===== src/rtl/agc_pkg.sv =====
package agc_pkg;

    // Direction of one code step, as requested and as granted
    typedef enum logic [1:0] {
        STEP_HOLD = 2'd0,
        STEP_UP   = 2'd1,
        STEP_DOWN = 2'd2
    } step_dir_e;

    // Step request formed from the loop inputs on an update edge
    typedef struct packed {
        logic      fire;
        step_dir_e dir;
    } step_req_t;

endpackage


===== src/rtl/agc_step_decide.sv =====
module agc_step_decide
    import agc_pkg::*;
(
    input  logic      step_tick,
    input  logic      level_high,
    input  logic      in_window,
    output step_req_t req
);

    // Above the reference -> more attenuation (negative feedback on gain)
    always_comb begin
        req.fire = step_tick && !in_window;
        req.dir  = level_high ? STEP_UP : STEP_DOWN;
    end

endmodule


===== src/rtl/agc_end_stop.sv =====
module agc_end_stop
    import agc_pkg::*;
#(
    parameter int CODE_W   = 8,
    parameter int CODE_MAX = 239
) (
    input  logic [CODE_W-1:0] code,
    input  step_req_t         req,
    output step_dir_e         grant
);

    localparam logic [CODE_W-1:0] TOP_CODE = CODE_MAX[CODE_W-1:0];

    logic at_top;
    logic at_floor;

    generate
        if (CODE_MAX == (1 << CODE_W) - 1) begin : g_full_range
            assign at_top = &code;
        end else begin : g_part_range
            assign at_top = (code >= TOP_CODE);
        end
    endgenerate

    assign at_floor = (code == '0);

    always_comb begin
        grant = STEP_HOLD;
        if (req.fire) begin
            unique case (req.dir)
                STEP_UP:   grant = at_top   ? STEP_HOLD : STEP_UP;
                STEP_DOWN: grant = at_floor ? STEP_HOLD : STEP_DOWN;
                default:   grant = STEP_HOLD;
            endcase
        end
    end

endmodule


===== src/rtl/agc_code_reg.sv =====
module agc_code_reg
    import agc_pkg::*;
#(
    parameter int CODE_W     = 8,
    parameter int RESET_CODE = 0
) (
    input  logic              clk,
    input  logic              rst,
    input  step_dir_e         grant,
    output logic [CODE_W-1:0] code
);

    localparam logic [CODE_W-1:0] INIT_CODE = RESET_CODE[CODE_W-1:0];
    localparam logic [CODE_W-1:0] ONE_STEP  = CODE_W'(1);

    always_ff @(posedge clk) begin
        if (rst) begin
            code <= INIT_CODE;
        end else begin
            case (grant)
                STEP_UP:   code <= code + ONE_STEP;
                STEP_DOWN: code <= code - ONE_STEP;
                default:   code <= code;
            endcase
        end
    end

endmodule


===== src/rtl/agc_gain_stepper.sv =====
module agc_gain_stepper
    import agc_pkg::*;
#(
    parameter int CODE_W     = 8,
    parameter int CODE_MAX   = 239,
    parameter int RESET_CODE = 0
) (
    input  logic              clk,
    input  logic              rst,
    input  logic              step_tick,
    input  logic              level_high,
    input  logic              in_window,
    output logic [CODE_W-1:0] gain_code
);

    step_req_t req;
    step_dir_e grant;

    agc_step_decide u_decide (
        .step_tick  (step_tick),
        .level_high (level_high),
        .in_window  (in_window),
        .req        (req)
    );

    agc_end_stop #(
        .CODE_W   (CODE_W),
        .CODE_MAX (CODE_MAX)
    ) u_end_stop (
        .code  (gain_code),
        .req   (req),
        .grant (grant)
    );

    agc_code_reg #(
        .CODE_W     (CODE_W),
        .RESET_CODE (RESET_CODE)
    ) u_code_reg (
        .clk   (clk),
        .rst   (rst),
        .grant (grant),
        .code  (gain_code)
    );

endmodule


===== config.mk =====
export PLATFORM = sky130hd
export DESIGN_NAME = agc_gain_stepper
export DESIGN_NICKNAME = d
export VERILOG_FILES = /design/src/rtl/agc_pkg.sv /design/src/rtl/agc_step_decide.sv /design/src/rtl/agc_end_stop.sv /design/src/rtl/agc_code_reg.sv /design/src/rtl/agc_gain_stepper.sv
export SDC_FILE = /design/constraint.sdc
export NUM_CORES = 1
export LEC_CHECK = 0
export CAP_MARGIN = 20
export CORE_MARGIN = 1
export CORE_UTILIZATION = 40
export DETAILED_ROUTE_END_ITERATION = 16
export GPL_TIMING_DRIVEN = 0
export SYNTH_ARGS = -nofsm -noshare
export SYNTH_HDL_FRONTEND = slang
export SYNTH_HIERARCHICAL = 1
export SYNTH_SLANG_ARGS = --single-unit

===== constraint.sdc =====
create_clock -name clk -period 4.2 [get_ports clk]
set_clock_uncertainty 0.1 [all_clocks]
set_input_delay 0.42 -clock clk [delete_from_list [all_inputs] [get_ports clk]]
set_output_delay 0.42 -clock clk [all_outputs]
set_load 0.02 [all_outputs]

After elaboration in Yosys (flattened, before gate mapping)
Cells that the tools add are included.
Word-level totals
  bits in read-only memories: 0
  register bits: 8
  RAM bits: 0
  output and inout bits: 8
  memories kept: 0
  input bits: 5
  latch bits: 0
  word-level logic and storage cells: 18
Cells by class
  reduce and logical (&&, ||, !) cells: 4
  bitwise operators: 0
  $mul: 0
  order comparisons: 1
  eq/ne operators: 4
  add/subtract/negate cells: 2
  multiplexer cells: 6
  divide/modulo/power cells: 0
  shift operators: 0
Operator list (number)
  one-hot mux 8 bit (2 select lines): 1
  adder 8 x 1 -> 8 bit (second input constant): 1
  >= comparator 8 bit (second input constant): 1
  zero test 8 bit: 1
  subtractor 8 x 1 -> 8 bit (second input constant): 1
  2-to-1 mux 2 bit: 3
  equality test 2 x 1 -> 1 bit (second input constant): 2
  equality test 2 bit (second input constant): 2
  one-hot mux 2 bit (2 select lines): 1
  nonzero test 2 bit: 1
  logical AND 1 bit: 1
  zero test 1 bit: 1
  2-to-1 mux 1 bit: 1

Longest topological paths before layout
Gate-level depths: netlist (run 1).
  word-level depth: 6
  depth in mapped cells: 16
  mapped depth without buffers: 14

Cells and area by module
Netlist (run 1), hierarchy kept.
By module, submodules not included
  agc_code_reg: area an instance 713.2 µm², sequential area each 160.2 µm², instances 1, cells an instance 84
  agc_end_stop: area an instance 86.3 µm², sequential area each 0.0 µm², instances 1, cells an instance 11
  agc_step_decide: area an instance 25.0 µm², sequential area each 0.0 µm², instances 1, cells an instance 3

Worst setup path after synthesis (run 1)
Ideal clock, no wire load.
  path type: in2reg
  start: input level_high
  end: register u_code_reg.code[4]
  slack: 1.289 ns
  arrival time: 2.688 ns
  required time: 3.977 ns
  stages on the path: 14
  path buffers: 3
  library setup time: 0.123 ns
  path through: buf_4 > inv_1 > ha_1 > a211oi_1 > ha_1 > buf_6 > buf_4 > xor2_1 > ha_1 > a21o_1 > a22o_1 > nand2_1 > a31oi_1 > mux2_1
On the way
  word-level cells in the longest chain between the ends: 6
  elaborated cells between the ends (all ways): 9
  those cells by class: eq/ne (4); mux (4); reduce/logical (1)
Ends and longest elaborated chain
  start, declared: line agc_gain_stepper.sv:11  | input logic level_high,
  2-to-1 mux 2 bit (*): line agc_step_decide.sv:13  | req.dir = level_high ? STEP_UP : STEP_DOWN;
  equality test 2 bit or equality test 2 x 1 -> 1 bit (tied branches): line agc_end_stop.sv:30  | unique case (req.dir)
  one-hot mux 2 bit (2 select lines) (*): line agc_end_stop.sv:30
  2-to-1 mux 2 bit (*): line agc_end_stop.sv:29  | if (req.fire) begin
  named net grant[1]: line agc_gain_stepper.sv:17  | step_dir_e grant;
  equality test 2 bit or equality test 2 x 1 -> 1 bit (tied branches): line agc_code_reg.sv:20  | case (grant)
  one-hot mux 8 bit (2 select lines) or nonzero test 2 bit (tied branches)
  end signal, assigned: line agc_code_reg.sv:21  | STEP_UP: code <= code + ONE_STEP;
  end signal, assigned: line agc_code_reg.sv:22  | STEP_DOWN: code <= code - ONE_STEP;
  end signal, assigned: line agc_code_reg.sv:23  | default: code <= code;
  end, declared: line agc_code_reg.sv:10  | output logic [CODE_W-1:0] code
The timed path passes the listed nets; every way through them passes the cells marked *.
A chain may end at the register's enable or synchronous reset.

==> results of run 1 <==
-- per-layer routing --
metal	wire length, um	share of wire [%]	vias to the layer above	track usage [%]
li1	-	-	389	-
met1	931	51	355	26.6
met2	834	46	10	27.4
met3	32	1.8	2	1.15
met4	16	0.88	0	6.86
met5	0	0	-	0
-- stage by stage --
step	instance area (um2)	instances	hold WS [ns]	total power, mW
after floorplan	825	98	0.535	0.0881
after global placement	978	137	0.469	0.0948
after detailed placement	978	137	0.493	0.0950
after CTS	1000	140	0.502	0.153
after global routing	1000	140	0.526	0.159
final	1000	140	0.499	0.152
-- Yosys cell counts (2+ instances only) --
master,count
o21ai_0,6
dfxtp_1,8
inv_1,4
nor4_1,3
or3_1,3
a21oi_1,4
ha_1,5
a41o_1,2
mux2_1,3
mux2i_1,3
nand2b_1,2
nor2_1,10
a211oi_1,2
buf_6,4
buf_4,3
clkbuf_1,2
a31oi_1,2
nand2_1,3
nor2b_1,3
xor2_1,4
-- cell type report --
cell class / instances / area (um2)
clock buffer: 3 / 22.5
multi-input combinational: 75 / 566
sequential: 8 / 160
tap: 27 / 33.8
fill: 201 / 941
buffer: 10 / 80.1
inverter: 5 / 18.8
timing repair buffer: 12 / 120
-- report_power, final --
group	leakage, nW	internal (mW)	total (mW)	switching (mW)
Clock	0.0138	0.0327	0.0586	0.0259
Combinational	0.346	0.00846	0.0160	0.00754
Sequential	0.0645	0.0764	0.0775	0.00107
Total	0.424	0.118	0.152	0.0345
-- final timing paths --
path / start / slack, ns / to / cells after the start
worst max-delay path: level_high / 0.66 / u_code_reg/code[4] / 15
worst min-delay path: u_code_reg/code[6] / 0.50 / u_code_reg/code[6] / 2
worst max register to register: u_code_reg/code[5] / 1.04 / u_code_reg/code[4] / 12
worst min register to register: u_code_reg/code[6] / 0.50 / u_code_reg/code[6] / 2
-- logic make-up after synthesis --
group	after synthesis	synth area share, %
compound gates	26	23.2
xor+xnor	5	5.31
fa+ha+maj	5	7.59
buf+inv	15	12.0
flops	8	19.4
mux	6	7.74
simple gates	33	24.7
-- critical path, cell delays in order --
cell and delay [ns]:
clkdlybuf4s50_1 0.48, buf_4 0.12, inv_1 0.03, ha_1 0.27
a211oi_1 0.32, ha_1 0.24, buf_6 0.14, buf_4 0.18
xor2_1 0.16, ha_1 0.29, a21o_1 0.15, a22o_1 0.11
nand2_1 0.06, a31oi_1 0.22, mux2_1 0.35
==> flow_summary.json, run 1 <==
{
  "min_path_type": "reg2reg",
  "final_cell_mix": "clkdlybuf4s50_1 (12), nor2_1 (10), dfxtp_1 (8)",
  "die-height_um": 47.4,
  "setup_violations": 0,
  "antenna_found_initial": 0,
  "regMostFlops": "u_code_reg/code",
  "synth_cells": 98,
  "maxSlewHeadroom_pct": 71.9,
  "wl_um": 1820,
  "synthToLayoutAreaGrowth_pct": 21.4,
  "hold_buffers": 0,
  "reg_top3": "u_code_reg/code: 8 flops",
  "period_minus_slack_ns": 3.54,
  "synth_seq_cells": 8,
  "cts-resized-gates": 0,
  "cts_buffer_depth": 2,
  "start_util_pct": 42.5,
  "antennaDiodeCount": 0,
  "synth_top_area_share_pct": 19.4,
  "grt_pass1_wl_um": 2900,
  "place.gp.congestion": 0.795,
  "drv_cap": 0,
  "drc_errors": 0,
  "yosysTopAreaCell": "dfxtp_1",
  "wire_per_inst_um": 13.0,
  "slew_violations": 0,
  "syn_area_per_cell_um2": 8.41,
  "coreArea_mm2": 0.00194,
  "synth_area_leaders": "dfxtp_1 (19%), ha_1 (7.6%), buf_6 (5.5%)",
  "dr.pass1.iters": 4,
  "criticalPathCategory": "in2reg",
  "fin_util_pct": 51.5,
  "cts_buffers": 3,
  "clkLatencyLatePin_ns": 0.25,
  "core.rowCount": 16,
  "die_w_um": 47.4,
  "seq_area_frac_synth_pct": 19.4,
  "outcome": "finished clean",
  "synth_edf_count": 0,
  "grt_pass1_vias": 652,
  "drive_gt1_share_pct": 15.9,
  "clkTransAtPathRegs_ns": 0.06,
  "synth_nets": 108,
  "pre_cts_ws_ns": 0.399,
  "peakVddDrop_mv": 0.127,
  "rsz0062_at_grt": "no",
  "vias": 756,
  "fmax_mhz": 283,
  "antenna_left": 0,
  "grt_overflow": 0,
  "p_per_area_mw_per_mm2": 152,
  "numPortBuffers": 12,
  "worstMarginPinSlew_ns": 0.421,
  "cp.required_ns": 4.23,
  "die-area_mm2": 0.00225,
  "via_per_inst": 5.40,
  "fin_ws_ns": 0.663,
  "hpwlAfterDp_um": 1350,
  "htreeDepth": 1,
  "final_common_cell": "clkdlybuf4s50_1",
  "cts_tree": "yes",
  "hold_viol_final": 0,
  "setup_tns_ns": 0,
  "fin_nets": 125,
  "pin_count": 13,
  "first_iter_violations": 9,
  "yosys_warnings": 6,
  "syn_area_um2": 825,
  "ys_types": 42,
  "cts_setup_buffers": 0,
  "worst-path-max-fanout": 10,
  "critPathArrivalTime_ns": 3.57,
  "largest_register_ffs": 8,
  "start_kind": "input pin",
  "synth-main-ff-cell": "dfxtp_1",
  "root_buffer": "clkbuf_4",
  "p_leak_nw": 0.424,
  "cts.sinks": 8,
  "synth-async-reset-ratio_pct": 0,
  "grt_max_degree": 11,
  "grtUsageTotal_pct": 18.1,
  "min_period_over_period_pct": 84.2,
  "cp-end-kind": "flip-flop"
}
Power figures use the tool's default switching activity.
==> inputs of run 2 (changes only) <==
==> constraint.sdc (replaced) <==
create_clock -name clk -period 3.03 [get_ports clk]
set_clock_uncertainty 0.1 [all_clocks]
set_input_delay 0.303 -clock clk [delete_from_list [all_inputs] [get_ports clk]]
set_output_delay 0.303 -clock clk [all_outputs]
set_load 0.02 [all_outputs]
==> run 2 against run 1 <==
Register-to-register slack worse by 0.89 ns. Routed wire length up 8.3%. Core utilization up 3.2 points. Combinational power up 46%. Power up 38%. Critical path depth down 1.
==> flow_summary.json, run 2 (synthesized netlist as in run 1, its figures left out) <==
{
  "fin_nets": 129,
  "criticalPathCategory": "reg2reg",
  "min_period_over_period_pct": 95.1,
  "regArea_um2": 160,
  "peakVddDrop_mv": 0.176,
  "rsz0062_at_grt": "no",
  "grt_overflow": 0,
  "die-area_mm2": 0.00225,
  "p_per_area_mw_per_mm2": 198,
  "p_int_uw": 163,
  "start_kind": "flip-flop",
  "outcome": "finished clean",
  "cts_tree": "yes",
  "drc_errors": 0,
  "cts_buffers": 3,
  "maxSlewHeadroom_pct": 70.5,
  "swShare_pct": 22.4,
  "multiInputGateArea_um2": 592,
  "p_sw_uw": 47.0,
  "fin_util_pct": 54.8,
  "cp-end-kind": "flip-flop",
  "wire_per_inst_um": 13.7,
  "fill_cells": 199,
  "wl_um": 1970,
  "synthToLayoutAreaGrowth_pct": 29.0,
  "regMostFlops": "u_code_reg/code",
  "worstMarginPinSlew_ns": 0.443,
  "pin_count": 13,
  "largest_register_ffs": 8,
  "hpwlAfterDp_um": 1350,
  "final_cell_mix": "clkdlybuf4s50_1 (11), nor2_1 (10), dfxtp_1 (8)",
  "worst-path-max-fanout": 8,
  "grt_max_degree": 11,
  "critPathArrivalTime_ns": 2.96,
  "antenna_found_initial": 0,
  "die_w_um": 47.4,
  "place.gp.congestion": 0.795,
  "antenna_left": 0,
  "first_iter_violations": 12,
  "clkLatencyLatePin_ns": 0.25,
  "htreeDepth": 1,
  "core.rowCount": 16,
  "p_seq_share_pct": 51.2,
  "numPortBuffers": 12,
  "final_area_mm2": 0.00106,
  "setup_violations": 0,
  "clkTransAtPathRegs_ns": 0.05,
  "drive_gt1_share_pct": 23.9,
  "grt_pass1_wl_um": 3170,
  "antennaDiodeCount": 0,
  "reg_top3": "u_code_reg/code: 8 flops",
  "grtUsageTotal_pct": 19.8,
  "dr.pass1.iters": 4,
  "grt_pass1_vias": 699,
  "reg2reg_setup_slack_ns": 0.15,
  "p_clk_share_pct": 37.7,
  "vias": 798,
  "cts_buffer_depth": 2,
  "die-height_um": 47.4,
  "via_per_inst": 5.54,
  "min_path_type": "reg2reg",
  "cp.required_ns": 3.11,
  "drv_cap": 0,
  "root_buffer": "clkbuf_4",
  "cts.sinks": 8,
  "final_common_cell": "clkdlybuf4s50_1",
  "p_comb_share_pct": 11.1,
  "p_leak_nw": 0.446,
  "coreArea_mm2": 0.00194,
  "slew_violations": 0,
  "period_minus_slack_ns": 2.88,
  "place_area_um2": 978,
  "start_util_pct": 42.5,
  "hold_viol_final": 0,
  "fmax_mhz": 347
}
run 2: worst paths after layout:
| check | from | end | cells past startpoint |
|---|---|---|---|
| setup / recovery | u_code_reg/code[0] | u_code_reg/code[6] | 14 |
| hold / removal | u_code_reg/code[6] | u_code_reg/code[6] | 2 |
| setup reg to reg | u_code_reg/code[0] | u_code_reg/code[6] | 14 |
| hold reg to reg | u_code_reg/code[6] | u_code_reg/code[6] | 2 |
run 2: timing repair:
item,in CTS,in global routing
gates resized for setup,9,1
setup endpoints to repair,3,1
pin swaps,4,0
buffers inserted,4,0
hold buffers,0,0
run 2: area by class of cell:
cell class / instances / share of cell area, %
sequential: 8 / 15.1
inverter: 5 / 1.76
multi-input combinational: 75 / 55.6
tap: 27 / 3.18
buffer: 10 / 8.24
timing repair buffer: 16 / 14.0
clock buffer: 3 / 2.12
run 2: through the flow:
step	setup WS, ns	hold slack (ns)	std cells	setup TNS (ns)	total power [mW]
3_5_place_dp	-0.654	0.493	137	-1.83	0.132
3_3_place_gp	-0.543	0.469	137	-1.38	0.131
2_1_floorplan	0.204	0.429	98	0	0.122
4_1_cts	0.125	0.502	144	0	0.213
5_1_grt	0.0479	0.536	144	0	0.222
6_report	0.150	0.504	144	0	0.210
run 2: power groups by stage:
stage / clock [mW] / sequential, mW / combinational, mW
floorplan: 0 / 0.110 / 0.0121
global placement: 0 / 0.110 / 0.0218
detailed placement: 0 / 0.110 / 0.0222
CTS: 0.0828 / 0.107 / 0.0229
global route: 0.0883 / 0.107 / 0.0259
finish: 0.0793 / 0.108 / 0.0234
run 2: routing by layer:
layer	vias up	track usage (%)	part of all wire, %
met4	0	6.86	0.81
met5	-	0	0
met3	2	1.15	3.6
met1	381	28.0	46
li1	397	-	-
met2	18	31.8	50
run 2: critical path, stage by stage, from the launching register on:
cell	delay, ns
dfxtp_1	0.40
a41o_1	0.29
a41oi_2	0.19
inv_1	0.09
ha_2	0.18
buf_6	0.11
buf_8	0.11
xor2_1	0.14
ha_2	0.20
buf_4	0.15
and3b_1	0.16
o21ai_1	0.11
a31oi_1	0.12
or3_1	0.32
a21oi_1	0.13
